==> src/rtl/alu_pkg.sv <==
package alu_pkg;

    localparam int FLAG_W = 4;

    typedef enum logic [2:0] {
        OP_ADD  = 3'b000,
        OP_SUB  = 3'b001,
        OP_AND  = 3'b010,
        OP_XOR  = 3'b011,
        OP_NAND = 3'b100,
        OP_XNOR = 3'b101,
        OP_OR   = 3'b110,
        OP_NOR  = 3'b111
    } alu_op_e;

    typedef struct packed {
        logic zero;
        logic neg;
        logic carry;
        logic ovf;
    } alu_flags_t;

endpackage

==> src/rtl/alu_addsub.sv <==
module alu_addsub #(
    parameter int WIDTH = 16
) (
    input  logic [WIDTH-1:0] a,
    input  logic [WIDTH-1:0] b,
    input  logic             sub,
    output logic [WIDTH-1:0] sum,
    output logic             carry_out,
    output logic             ovf
);
    localparam int MSB = WIDTH - 1;

    logic [WIDTH-1:0] b_eff;
    logic [WIDTH:0]   chain;

    assign b_eff    = b ^ {WIDTH{sub}};
    assign chain[0] = sub;

    for (genvar i = 0; i < WIDTH; i++) begin : g_fa
        assign sum[i]       = a[i] ^ b_eff[i] ^ chain[i];
        assign chain[i + 1] = (a[i] & b_eff[i]) | (chain[i] & (a[i] ^ b_eff[i]));
    end

    assign carry_out = chain[WIDTH];
    assign ovf       = ~(a[MSB] ^ b_eff[MSB]) & (sum[MSB] ^ a[MSB]);
endmodule

==> src/rtl/alu_logic.sv <==
module alu_logic #(
    parameter int WIDTH = 16
) (
    input  logic [WIDTH-1:0] a,
    input  logic [WIDTH-1:0] b,
    input  alu_pkg::alu_op_e op,
    output logic [WIDTH-1:0] y
);
    import alu_pkg::*;

    always_comb begin
        case (op)
            OP_AND:  y = a & b;
            OP_XOR:  y = a ^ b;
            OP_NAND: y = ~(a & b);
            OP_XNOR: y = ~(a ^ b);
            OP_OR:   y = a | b;
            OP_NOR:  y = ~(a | b);
            default: y = '0;
        endcase
    end
endmodule

==> src/rtl/alu_flagger.sv <==
module alu_flagger #(
    parameter int WIDTH = 16
) (
    input  logic [WIDTH-1:0]  res,
    input  logic              carry_raw,
    input  logic              ovf_raw,
    input  logic              is_arith,
    output alu_pkg::alu_flags_t flg
);
    always_comb begin
        flg.zero  = ~|res;
        flg.neg   = res[WIDTH-1];
        flg.carry = is_arith & carry_raw;
        flg.ovf   = is_arith & ovf_raw;
    end
endmodule

==> src/rtl/alu16_flags.sv <==
module alu16_flags #(
    parameter int WIDTH = 16
) (
    input  logic [WIDTH-1:0] opnd_a,
    input  logic [WIDTH-1:0] opnd_b,
    input  logic [2:0]       op_sel,
    output logic [WIDTH-1:0] result,
    output logic [3:0]       flags
);
    import alu_pkg::*;

    alu_op_e          op;
    logic             is_arith;
    logic [WIDTH-1:0] arith_y;
    logic [WIDTH-1:0] logic_y;
    logic             carry_raw;
    logic             ovf_raw;
    alu_flags_t       flg;

    assign op       = alu_op_e'(op_sel);
    assign is_arith = (op_sel[2:1] == 2'b00);

    alu_addsub #(.WIDTH(WIDTH)) u_addsub (
        .a         (opnd_a),
        .b         (opnd_b),
        .sub       (op_sel[0]),
        .sum       (arith_y),
        .carry_out (carry_raw),
        .ovf       (ovf_raw)
    );

    alu_logic #(.WIDTH(WIDTH)) u_logic (
        .a  (opnd_a),
        .b  (opnd_b),
        .op (op),
        .y  (logic_y)
    );

    assign result = is_arith ? arith_y : logic_y;

    alu_flagger #(.WIDTH(WIDTH)) u_flags (
        .res       (result),
        .carry_raw (carry_raw),
        .ovf_raw   (ovf_raw),
        .is_arith  (is_arith),
        .flg       (flg)
    );

    assign flags = flg;
endmodule

==> config.mk <==
export PLATFORM = sky130hd
export DESIGN_NAME = alu16_flags
export DESIGN_NICKNAME = d
export VERILOG_FILES = /design/src/rtl/alu_pkg.sv /design/src/rtl/alu_addsub.sv /design/src/rtl/alu_logic.sv /design/src/rtl/alu_flagger.sv /design/src/rtl/alu16_flags.sv
export SDC_FILE = /design/constraint.sdc
export NUM_CORES = 1
export LEC_CHECK = 0
export ABC_CLOCK_PERIOD_IN_PS = 14530
export CAP_MARGIN = 40
export CORE_ASPECT_RATIO = 1.25
export CORE_MARGIN = 4
export CORE_UTILIZATION = 45
export DETAILED_ROUTE_END_ITERATION = 8
export PLACE_DENSITY = 0.76
export SYNTH_ARGS = -nofsm -noshare
export SYNTH_HDL_FRONTEND = slang
export SYNTH_SLANG_ARGS = --single-unit
export TNS_END_PERCENT = 30
==> constraint.sdc <==
create_clock -name vclk -period 14.53
set_input_delay 2.1795 -clock vclk [all_inputs]
set_output_delay 2.1795 -clock vclk [all_outputs]
set_load 0.03 [all_outputs]
==> Flow_metrics.wiki <==
{| class="wikitable"
! Metric !! Value
|-
| Result of the run || finished, final reports clean
|-
| Final worst path period share || 88.2%
|-
| Data arrival time of the critical path || 10,640 ps
|-
| Drt first pass iters || 4
|-
| Total die area || 0.00558 sq mm
|-
| Storage element area || 0 sq um
|-
| CP Max Fanout || 3
|-
| # setup viols final || 0
|-
| Via-per-instance ratio || 5.16
|-
| IO Port Bufs || 55
|-
| Post-DRT Antenna Nets || 0
|-
| Required time reported for the critical path endpoint || 12,350 ps
|-
| Initial antenna violation count || 0
|-
| Aggregate global routing overflow || 0
|-
| Share of the yosys chip area belonging to registers || 0%
|-
| Total number of sequential cells || 0
|-
| Mean post-synth cell area || roughly 7.9 sq um
|-
| Worst-Margin Slew || 692 ps
|-
| Final Hold Fails || 0
|-
| Routed wire per std cell || 12.0 um
|-
| Post-cts sizing count || 0
|-
| Relative slew margins || 53.9%
|-
| Final core utilization || 60.0%
|-
| Most common cell in the synthesized netlist || inv_1
|-
| # Post-CTS Setup Buffers || 0
|-
| Syn Nets || about 340
|-
| Ranking of synthesized cells by area || ha_1 (21%), fa_1 (15%), mux2i_1 (10%)
|-
| Initial core utilization || 47.6%
|-
| Diode insertion count for antenna repair || 0
|-
| PwrDens || 44.6 mW/mm^2
|-
| Largest net degree at the start of global routing || 52
|-
| Area share of the largest cell type after synthesis || 20.7%
|-
| Drt drc || 0
|-
| X dimension of the die || 67.6 um
|-
| Boundary Pins || between 50 and 60
|-
| Top achievable clock speed || 0.0780 GHz
|-
| Detailed placer's ending HPWL || 3.52 mm
|-
| Routability cong. || between 0.8 and 0.9
|-
| Filler cell count in the final layout || 385
|-
| Largest area contributor in the synthesized netlist || ha_1
|-
| Placement Rows || 26
|-
| Violation count after the first detailed-routing iteration || 83
|-
| Crit path time final || 12,820 ps
|-
| Total number of vias || 1,817
|-
| Cell count after synthesis || 254
|-
| Via count of the first global-routing pass || 1,771
|-
| Final-layout clock buffer total || 0
|-
| Post-Synthesis Cell Area || 0.00200 sq mm
|-
| Total leakage power || about 0.0012 uW
|-
| Top cells by instance count after synthesis || inv_1 (35), ha_1 (33), nor2_1 (21), mux2i_1 (20), nand2_1 (19)
|-
| Final slew viol count || 0
|-
| CP Launch Type || primary input
|-
| Design Power || approximately 110 uW
|-
| Area delta synth->final || 26.0%
|-
| Placeable core region || between 0.004 and 0.005 sq mm
|-
| First-pass GRT wire length || 7.32 mm
|-
| Nature of the critical path endpoint || primary output
|-
| Sum Neg Setup Slack || 0 ps
|-
| Hold-fix buffers at CTS || 0
|-
| Worst supply voltage drop on vdd || 0.0255 mV
|-
| Unrepaired setup endpoints after global routing || no
|-
| Total Nets Final || 381
|-
| Critical path start-end classification || primary input to primary output
|-
| Ratio of cells with drive above 1 in the final layout || 2.36%
|-
| Max-capacitance violation count || 0
|-
| Yosys warning count || 0
|-
| Synth cell types || 40
|-
| All-Layer GR Usage || between 10% and 20%
|-
| Vertical die dimension || slightly above 80 um
|-
| Post-Route WL || ~4.2 mm
|-
| Hold crit path type || primary input to primary output
|}
[power breakdown]
group          leakage, uW  internal (uW)  total (uW)  switching, uW
Clock                    0              0           0              0
Sequential               0              0           0              0
Combinational      0.00116           51.3         112           61.1
Total              0.00116           51.3         112           61.1
[layout by cell type, fill, tap and decap left out, types with 2 or more instances in the layout]
master,synthesis,layout
a2111oi_1,2,2
a211o_1,2,2
a211oi_1,8,8
a21oi_1,9,9
a221oi_1,2,2
a31oi_1,5,5
buf_4,7,3
clkdlybuf4s50_1,0,54
fa_1,15,15
ha_1,33,33
inv_1,35,35
mux2i_1,20,20
nand2_1,19,19
nand2b_1,3,3
nand3_1,3,3
nor2_1,21,21
nor2b_1,8,8
nor4_1,4,4
o211ai_1,3,3
o21ai_0,9,9
xnor2_1,18,18
xor2_1,4,4
[logic make-up after synthesis]
| kind of cell | share of synthesized area [%] |
|---|---|
| AOI/OAI and AO/OA | 15.8 |
| xor gates and xnor gates | 9.64 |
| adders and majority gates | 35.7 |
| buffers and inverters | 12.6 |
| muxes | 11.1 |
| and+or+nand+nor | 15.1 |
[per-layer routing]
metal | vias to the layer above | track usage, % | share of wire, %
met1 | 831 | 19.6 | 44
li1 | 940 | - | -
met4 | 0 | 0 | 0
met3 | 0 | 0.406 | 4.3
met2 | 46 | 31.4 | 51
met5 | - | 0 | 0
[critical path, stage by stage]
cell             delay, ps
clkdlybuf4s50_1        510
mux2i_1                120
fa_1                   420
fa_1                   430
fa_1                   430
fa_1                   420
fa_1                   430
fa_1                   430
fa_1                   420
fa_1                   420
fa_1                   430
fa_1                   430
fa_1                   410
inv_1                   80
fa_1                   180
inv_1                   60
fa_1                   430
fa_1                   430
fa_1                   550
mux2i_1                 80
nor2_1                 140
o21bai_1                90
nor4_1                 220
and4_1                 220
clkdlybuf4s50_1        670
[worst paths after layout]
kind | start | endpoint | slack (ps) | depth (start not counted)
min | op_sel[0] | result[1] | 5600 | 7
max | opnd_b[0] | flags[3] | 1710 | 25
[cell type report]
class / count / area (sq um) / share of cell area, %
timing repair buffer: 58 / 568 / 22.5
tap: 56 / 70.1 / 2.78
inverter: 36 / 135 / 5.36
multi-input combinational: 202 / 1750 / 69.3
[per-stage QoR]
stage | area, sq um | hold slack, ps | std cells | setup WS (ps)
after floorplan | 2000 | 4600 | 254 | 2220
after global placement | 2520 | 5590 | 352 | 1770
after detailed placement | 2520 | 5610 | 352 | 1650
after CTS | 2520 | 5620 | 352 | 1630
after global routing | 2520 | 5700 | 352 | 1230
final | 2520 | 5600 | 352 | 1710
Note: power is estimated with default switching activity, not from simulation.
